--- src/rtl/i2cend_pkg.sv ---
package i2cend_pkg;

  typedef enum logic [1:0] {
    POL_AUTO   = 2'd0,
    POL_SOFT   = 2'd1,
    POL_RELOAD = 2'd2
  } policy_e;

  typedef enum logic [3:0] {
    ST_IDLE       = 4'd0,
    ST_GEN_START  = 4'd1,
    ST_GEN_RSTART = 4'd2,
    ST_WAIT_COND  = 4'd3,
    ST_SEND_ADDR  = 4'd4,
    ST_WAIT_ADDR  = 4'd5,
    ST_CHECK      = 4'd6,
    ST_SEND_DATA  = 4'd7,
    ST_WAIT_DATA  = 4'd8,
    ST_RELOAD     = 4'd9,
    ST_HELD       = 4'd10,
    ST_ABORT      = 4'd11,
    ST_GEN_STOP   = 4'd12,
    ST_WAIT_STOP  = 4'd13
  } state_e;

  localparam logic [2:0] FO_FIRST      = 3'd0;
  localparam logic [2:0] FO_FIRST_NEXT = 3'd1;
  localparam logic [2:0] FO_NEXT       = 3'd2;
  localparam logic [2:0] FO_SINGLE     = 3'd3;
  localparam logic [2:0] FO_LAST       = 3'd4;
  localparam logic [2:0] FO_LAST_HOLD  = 3'd5;

  // Frame option to end policy; unlisted codes fall back to auto-end.
  function automatic policy_e frame_policy(input logic [2:0] code);
    case (code)
      FO_FIRST, FO_LAST_HOLD: return POL_SOFT;
      FO_FIRST_NEXT, FO_NEXT: return POL_RELOAD;
      default:                return POL_AUTO;
    endcase
  endfunction

  // Address byte of a write: address in the upper bits, direction bit zero.
  function automatic logic [7:0] write_addr_byte(input logic [6:0] addr);
    return {addr, 1'b0};
  endfunction

endpackage

--- src/rtl/i2cend_mode_dec.sv ---
module i2cend_mode_dec
  import i2cend_pkg::*;
(
  input  logic [2:0] frame_opt_i,
  output policy_e    policy_o
);
  always_comb policy_o = frame_policy(frame_opt_i);
endmodule

--- src/rtl/i2cend_byte_cnt.sv ---
module i2cend_byte_cnt #(
  parameter int CNT_W = 8
) (
  input  logic             clk,
  input  logic             rst_n,
  input  logic             load_i,
  input  logic [CNT_W-1:0] load_val_i,
  input  logic             dec_i,
  output logic             zero_o
);
  logic [CNT_W-1:0] cnt_q;

  always_ff @(posedge clk or negedge rst_n) begin
    if (!rst_n)                   cnt_q <= '0;
    else if (load_i)              cnt_q <= load_val_i;
    else if (dec_i && cnt_q != 0) cnt_q <= cnt_q - 1'b1;
  end

  assign zero_o = (cnt_q == '0);
endmodule

--- src/rtl/i2cend_seq.sv ---
module i2cend_seq
  import i2cend_pkg::*;
#(
  parameter int ADDR_W = 7,
  parameter int DATA_W = 8
) (
  input  logic              clk,
  input  logic              rst_n,
  input  logic              start_i,
  input  logic              count_wr_i,
  input  logic              stop_req_i,
  input  logic              rstart_req_i,
  input  logic [ADDR_W-1:0] addr_i,
  input  logic [DATA_W-1:0] data_i,
  input  policy_e           policy_in_i,
  input  logic              cnt_zero_i,
  input  logic              eng_cond_done_i,
  input  logic              eng_byte_done_i,
  input  logic              eng_nack_i,
  output logic              cnt_load_o,
  output logic              cnt_dec_o,
  output logic              eng_start_o,
  output logic              eng_rstart_o,
  output logic              eng_stop_o,
  output logic              eng_byte_go_o,
  output logic [DATA_W-1:0] eng_byte_o,
  output logic              busy_o,
  output logic              tc_o,
  output logic              reload_o,
  output logic              nack_o,
  output state_e            state_o,
  output policy_e           policy_o,
  output logic              byte_wait_o,
  output logic              exhaust_o
);
  state_e            state_q, state_d;
  policy_e           policy_q;
  logic [ADDR_W-1:0] addr_q;
  logic              nack_q;
  logic              take_start, take_rstart, take_reload, abort_ev;

  assign take_start  = (state_q == ST_IDLE) && start_i;
  assign take_rstart = (state_q == ST_HELD) && !stop_req_i && rstart_req_i;
  assign take_reload = (state_q == ST_RELOAD) && count_wr_i;
  assign byte_wait_o = (state_q == ST_WAIT_ADDR) || (state_q == ST_WAIT_DATA);
  assign abort_ev    = byte_wait_o && eng_byte_done_i && eng_nack_i;
  assign exhaust_o   = (state_q == ST_CHECK) && cnt_zero_i;

  assign cnt_load_o  = take_start || take_rstart || take_reload;
  assign cnt_dec_o   = (state_q == ST_WAIT_DATA) && eng_byte_done_i && !eng_nack_i;

  always_comb begin
    state_d = state_q;
    case (state_q)
      ST_IDLE:       if (start_i) state_d = ST_GEN_START;
      ST_GEN_START:  state_d = ST_WAIT_COND;
      ST_GEN_RSTART: state_d = ST_WAIT_COND;
      ST_WAIT_COND:  if (eng_cond_done_i) state_d = ST_SEND_ADDR;
      ST_SEND_ADDR:  state_d = ST_WAIT_ADDR;
      ST_WAIT_ADDR,
      ST_WAIT_DATA:  if (eng_byte_done_i) state_d = eng_nack_i ? ST_ABORT : ST_CHECK;
      ST_CHECK: begin
        if (!cnt_zero_i) state_d = ST_SEND_DATA;
        else begin
          case (policy_q)
            POL_SOFT:   state_d = ST_HELD;
            POL_RELOAD: state_d = ST_RELOAD;
            default:    state_d = ST_GEN_STOP;
          endcase
        end
      end
      ST_SEND_DATA:  state_d = ST_WAIT_DATA;
      ST_RELOAD:     if (count_wr_i) state_d = ST_CHECK;
      ST_HELD: begin
        if (stop_req_i)        state_d = ST_GEN_STOP;
        else if (rstart_req_i) state_d = ST_GEN_RSTART;
      end
      ST_ABORT:      state_d = ST_GEN_STOP;
      ST_GEN_STOP:   state_d = ST_WAIT_STOP;
      ST_WAIT_STOP:  if (eng_cond_done_i) state_d = ST_IDLE;
      default:       state_d = ST_IDLE;
    endcase
  end

  always_ff @(posedge clk or negedge rst_n) begin
    if (!rst_n) begin
      state_q  <= ST_IDLE;
      policy_q <= POL_AUTO;
      addr_q   <= '0;
      nack_q   <= 1'b0;
    end else begin
      state_q <= state_d;
      if (cnt_load_o) policy_q <= policy_in_i;
      if (take_start || take_rstart) addr_q <= addr_i;
      if (take_start)    nack_q <= 1'b0;
      else if (abort_ev) nack_q <= 1'b1;
    end
  end

  assign eng_start_o   = (state_q == ST_GEN_START);
  assign eng_rstart_o  = (state_q == ST_GEN_RSTART);
  assign eng_stop_o    = (state_q == ST_GEN_STOP);
  assign eng_byte_go_o = (state_q == ST_SEND_ADDR) || (state_q == ST_SEND_DATA);

  always_comb begin
    case (state_q)
      ST_SEND_ADDR: eng_byte_o = write_addr_byte(addr_q);
      ST_SEND_DATA: eng_byte_o = data_i;
      default:      eng_byte_o = '0;
    endcase
  end

  assign busy_o   = (state_q != ST_IDLE);
  assign tc_o     = (state_q == ST_HELD);
  assign reload_o = (state_q == ST_RELOAD);
  assign nack_o   = nack_q;
  assign state_o  = state_q;
  assign policy_o = policy_q;
endmodule

--- src/rtl/i2c_xfer_end.sv ---
module i2c_xfer_end
  import i2cend_pkg::*;
#(
  parameter int ADDR_W = 7,
  parameter int CNT_W  = 8,
  parameter int DATA_W = ADDR_W + 1
) (
  input  logic              clk,
  input  logic              rst_n,
  input  logic              start_i,
  input  logic [2:0]        frame_opt_i,
  input  logic [CNT_W-1:0]  count_i,
  input  logic [ADDR_W-1:0] addr_i,
  input  logic [DATA_W-1:0] data_i,
  input  logic              count_wr_i,
  input  logic              stop_req_i,
  input  logic              rstart_req_i,
  output logic              eng_start_o,
  output logic              eng_rstart_o,
  output logic              eng_stop_o,
  output logic              eng_byte_go_o,
  output logic [DATA_W-1:0] eng_byte_o,
  input  logic              eng_cond_done_i,
  input  logic              eng_byte_done_i,
  input  logic              eng_nack_i,
  output logic              busy_o,
  output logic              tc_o,
  output logic              reload_o,
  output logic              nack_o
);
  // Named internal events, brought out for the bound checker.
  policy_e dec_policy_w;
  policy_e policy_w;
  state_e  state_w;
  logic    cnt_zero_w, cnt_load_w, cnt_dec_w;
  logic    byte_wait_w, exhaust_w;

  i2cend_mode_dec u_dec (
    .frame_opt_i (frame_opt_i),
    .policy_o    (dec_policy_w)
  );

  i2cend_byte_cnt #(.CNT_W(CNT_W)) u_cnt (
    .clk        (clk),
    .rst_n      (rst_n),
    .load_i     (cnt_load_w),
    .load_val_i (count_i),
    .dec_i      (cnt_dec_w),
    .zero_o     (cnt_zero_w)
  );

  i2cend_seq #(.ADDR_W(ADDR_W), .DATA_W(DATA_W)) u_seq (
    .clk             (clk),
    .rst_n           (rst_n),
    .start_i         (start_i),
    .count_wr_i      (count_wr_i),
    .stop_req_i      (stop_req_i),
    .rstart_req_i    (rstart_req_i),
    .addr_i          (addr_i),
    .data_i          (data_i),
    .policy_in_i     (dec_policy_w),
    .cnt_zero_i      (cnt_zero_w),
    .eng_cond_done_i (eng_cond_done_i),
    .eng_byte_done_i (eng_byte_done_i),
    .eng_nack_i      (eng_nack_i),
    .cnt_load_o      (cnt_load_w),
    .cnt_dec_o       (cnt_dec_w),
    .eng_start_o     (eng_start_o),
    .eng_rstart_o    (eng_rstart_o),
    .eng_stop_o      (eng_stop_o),
    .eng_byte_go_o   (eng_byte_go_o),
    .eng_byte_o      (eng_byte_o),
    .busy_o          (busy_o),
    .tc_o            (tc_o),
    .reload_o        (reload_o),
    .nack_o          (nack_o),
    .state_o         (state_w),
    .policy_o        (policy_w),
    .byte_wait_o     (byte_wait_w),
    .exhaust_o       (exhaust_w)
  );
endmodule

--- config.mk ---
export PLATFORM = sky130hd
export DESIGN_NAME = i2c_xfer_end
export DESIGN_NICKNAME = d
export VERILOG_FILES = /design/src/rtl/i2cend_pkg.sv /design/src/rtl/i2cend_mode_dec.sv /design/src/rtl/i2cend_byte_cnt.sv /design/src/rtl/i2cend_seq.sv /design/src/rtl/i2c_xfer_end.sv
export SDC_FILE = /design/constraint.sdc
export NUM_CORES = 1
export LEC_CHECK = 0
export BUFFER_PORTS_ARGS = -buffer_cell sky130_fd_sc_hd__buf_2
export CAP_MARGIN = 15
export CORE_MARGIN = 2
export CORE_UTILIZATION = 50
export DETAILED_ROUTE_END_ITERATION = 10
export PLACE_DENSITY = 0.79
export SLEW_MARGIN = 0
export SYNTH_ARGS = -nofsm -noshare
export SYNTH_HDL_FRONTEND = slang
export SYNTH_SLANG_ARGS = --single-unit
--- constraint.sdc ---
create_clock -name clk -period 2.85 [get_ports clk]
set_clock_uncertainty 0.15 [all_clocks]
set_input_delay 0.285 -clock clk [delete_from_list [all_inputs] [get_ports clk]]
set_output_delay 0.285 -clock clk [all_outputs]
set_load 0.01 [all_outputs]
==> impl_metrics.tcl <==
set metrics [dict create \
    status "finished clean" \
    p_leak_nw 0.8489 \
    multi_input_comb_area_sq_um 882.1 \
    synth_top_area_share_pct 36.21 \
    min_to "u_cnt.cnt_q[0]$_DFFE_PN0P_" \
    cts_max_level 1 \
    syn_avg_cell_area_sq_um 8.493 \
    vias 1428 \
    arrival_ns 1.81 \
    ys_seq_elements 22 \
    cts_root_buffer "clkbuf_4" \
    drv_cap 0 \
    post_cts_buffers 0 \
    ys_warn_count 0 \
    r2r-end "u_seq.state_o[1]$_DFFE_PN0P_" \
    cts_buffer_depth 2 \
    async_reset_ff_share_pct 100.0 \
    critPathTopFamily "flip-flops" \
    fmax_mhz 446.3 \
    synth_ff_type "dfrtp_1" \
    path_buf_inv 1 \
    gp_congestion 0.8609 \
    synth_seq_area_share_pct 36.21 \
    cts_resized 0 \
    instances_no_fill 257 \
    synth_common_cells "22 x dfrtp_1, 20 x nor2_1, 17 x nand2_1, 17 x o21ai_0, 9 x mux2_2" \
    synth_area_sq_mm 0.001520 \
    firstDrtPassIters 5 \
    finalCritPeriodShare_pct 78.62 \
    slew_viol_final 0 \
    final_cell_area_sq_mm 0.001823 \
    grt_use_total_pct 20.92 \
    area_growth_pct 19.92 \
    n_fill_cell 258 \
    setup_tns_ns 0 \
    synth_edf_count 0 \
    fp-row-count 20 \
    r2r_start "u_cnt.cnt_q[3]$_DFFE_PN0P_" \
    clock_sinks 22 \
    drtIter0Drc 95 \
    grt_pass1_wl_um 5685 \
    p_per_area_mw_per_mm2 930.6 \
    initial_core_util_pct 51.05 \
    fin_nets 263 \
    final_layout_size_suffix_gt1_share_pct 31.25 \
    hold_path_depth 3 \
    core-area_sq_mm 0.002978 \
    grt_setup_unrepaired "false" \
    yosys.area.top_type "dfrtp_1" \
    max_stage_delay_ns 0.68 \
    setup_viol 0 \
    rrSetupSlack_ns 0.66 \
    grt_pass1_vias 1312 \
    die_y_um 59.14 \
    vias_per_cell 5.556 \
    grt_max_degree 23 \
    worstPathRequired_ns 2.41 \
    cts_tree "yes" \
    seq_area_sq_um 550.5 \
    path_cells "and2_1 > a22oi_1 > nor2_1 > buf_2" \
    portBuffers 50 \
    die_w_um 59.14 \
    path_max_fanout 19 \
    antenna_cells 0 \
    ioPinCount 51 \
    clk_latency_ns 0.31 \
    tightest_slew_ns 0.5515 \
    routed_wl_um 3427 \
    hpwl_um 2563 \
    dpl.cell_count 252 \
    slew_headroom_pct 63.23 \
    dieArea_sq_mm 0.003498 \
    syn_inst 179 \
    p_total_mw 1.697 \
    ant_nets 0 \
    yosysMostFrequentCell "dfrtp_1" \
    critPathSlowestCell "dfrtp_1" \
    synth_cell_types 44 \
    drc 0 \
    hp-start "count_i[0]" \
    synth.area.top_cells "dfrtp_1 36%, mux2_2 6.7%, o21ai_0 5.6%, nor2_1 4.9%, nand2_1 4.2%" \
    worstHoldPathType "primary input to flop" \
    ir_drop_v 0.0004326 \
    numCtsBuffers 3 \
    reg2reg_depth 5 \
    overflow 0 \
    utilization_pct 61.22 \
    crit_path_end_kind "primary output" \
    finalHoldViolCount 0 \
    syn_nets 217 \
    fin_crit_ns 2.241 \
    placed_area_sq_mm 0.001777 \
    cts.clk_slew.worst_paths_ns 0.12 \
    crit_type "flop to primary output" \
    grt_antenna_before_repair 0 \
    worstSetupStartpointType "flop" \
    post_drt_wl_per_cell_um 13.33 \
]
-- logic make-up (layout without fill, tap and decap cells) --
logic type	after synthesis	in the layout	synth area share (%)
xor gates and xnor gates	8	8	4.609
muxes	10	10	7.325
and+or+nand+nor	66	66	22.39
DFF	22	22	36.21
AOI/OAI and AO/OA	49	49	21.24
adders and majority gates	3	3	2.469
buffers and inverters	21	66	5.762
-- layout make-up --
cell class,count,area share [%]
Inverter,8,1.647
Multi-Input combinational cell,136,48.39
Clock buffer,4,1.990
Timing Repair Buffer,54,15.51
Tap cell,33,2.265
Sequential cell,22,30.20
-- state kept, by name, indices dropped and copies added (netlist names) --
| signal | cells |
|---|---|
| u_seq.addr_q | 7 |
| u_cnt.cnt_q | 8 |
| u_seq.state_o | 4 |
| u_seq.policy_o | 2 |
| u_seq.nack_o | 1 |
-- how the worst max path moves through the flow --
stage	from	to	slack, ns	cells past startpoint
2_1_floorplan	u_cnt.cnt_q[3]$_DFFE_PN0P_	u_seq.state_o[1]$_DFFE_PN0P_	0.74	5
3_3_place_gp	u_cnt.cnt_q[3]$_DFFE_PN0P_	u_seq.state_o[0]$_DFFE_PN0P_	0.68	5
3_5_place_dp	u_cnt.cnt_q[3]$_DFFE_PN0P_	u_seq.state_o[1]$_DFFE_PN0P_	0.67	5
4_1_cts	u_seq.state_o[0]$_DFFE_PN0P_	eng_byte_o[3]	0.61	4
5_1_grt	u_seq.state_o[0]$_DFFE_PN0P_	eng_byte_o[4]	0.43	4
6_report	u_seq.state_o[0]$_DFFE_PN0P_	eng_byte_o[4]	0.61	4
-- stage by stage --
step / hold WS [ns] / setup slack (ns)
finish: 0.01849 / 0.6093
global route: 0.01378 / 0.4300
CTS: 0.007716 / 0.6080
detailed placement: 0.1367 / 0.6686
global placement: 0.1358 / 0.6771
floorplan: -0.1606 / 0.7370
-- tightest hold or removal path: cells and delay by family --
kind                   cells  cell delay, ns
buffers and inverters      1            0.07
and+or+nand+nor            1            0.03
AOI/OAI and AO/OA          1            0.05
-- report_power, final --
part / internal [mW] / switching (mW) / total, mW
Clock: 0.0780 / 0.0954 / 0.173
Sequential: 0.458 / 0.199 / 0.657
Combinational: 0.425 / 0.442 / 0.867
-- layout by cell type, fill, tap and decap left out, drive strengths merged, types with 8 or more instances in the layout --
cell    n
mux2    9
inv     8
dfrtp  22
buf    53
nand2  17
a22oi   8
o21ai  18
nor2   20
-- routing by layer --
layer / up-vias / routed length, um / global-route usage (%)
met3: 2 / 122 / 1.965
met2: 37 / 1673 / 33.81
li1: 726 / - / -
met5: - / 0 / 0
met1: 663 / 1613 / 28.83
met4: 0 / 17 / 8.442
-- what timing repair did --
item / in CTS / in global routing
hold buffers: 1 / 0
endpoints found under the setup margin: 0 / 0
hold endpoints to repair: 22 / 0
Note: power is estimated with default switching activity, not from simulation.
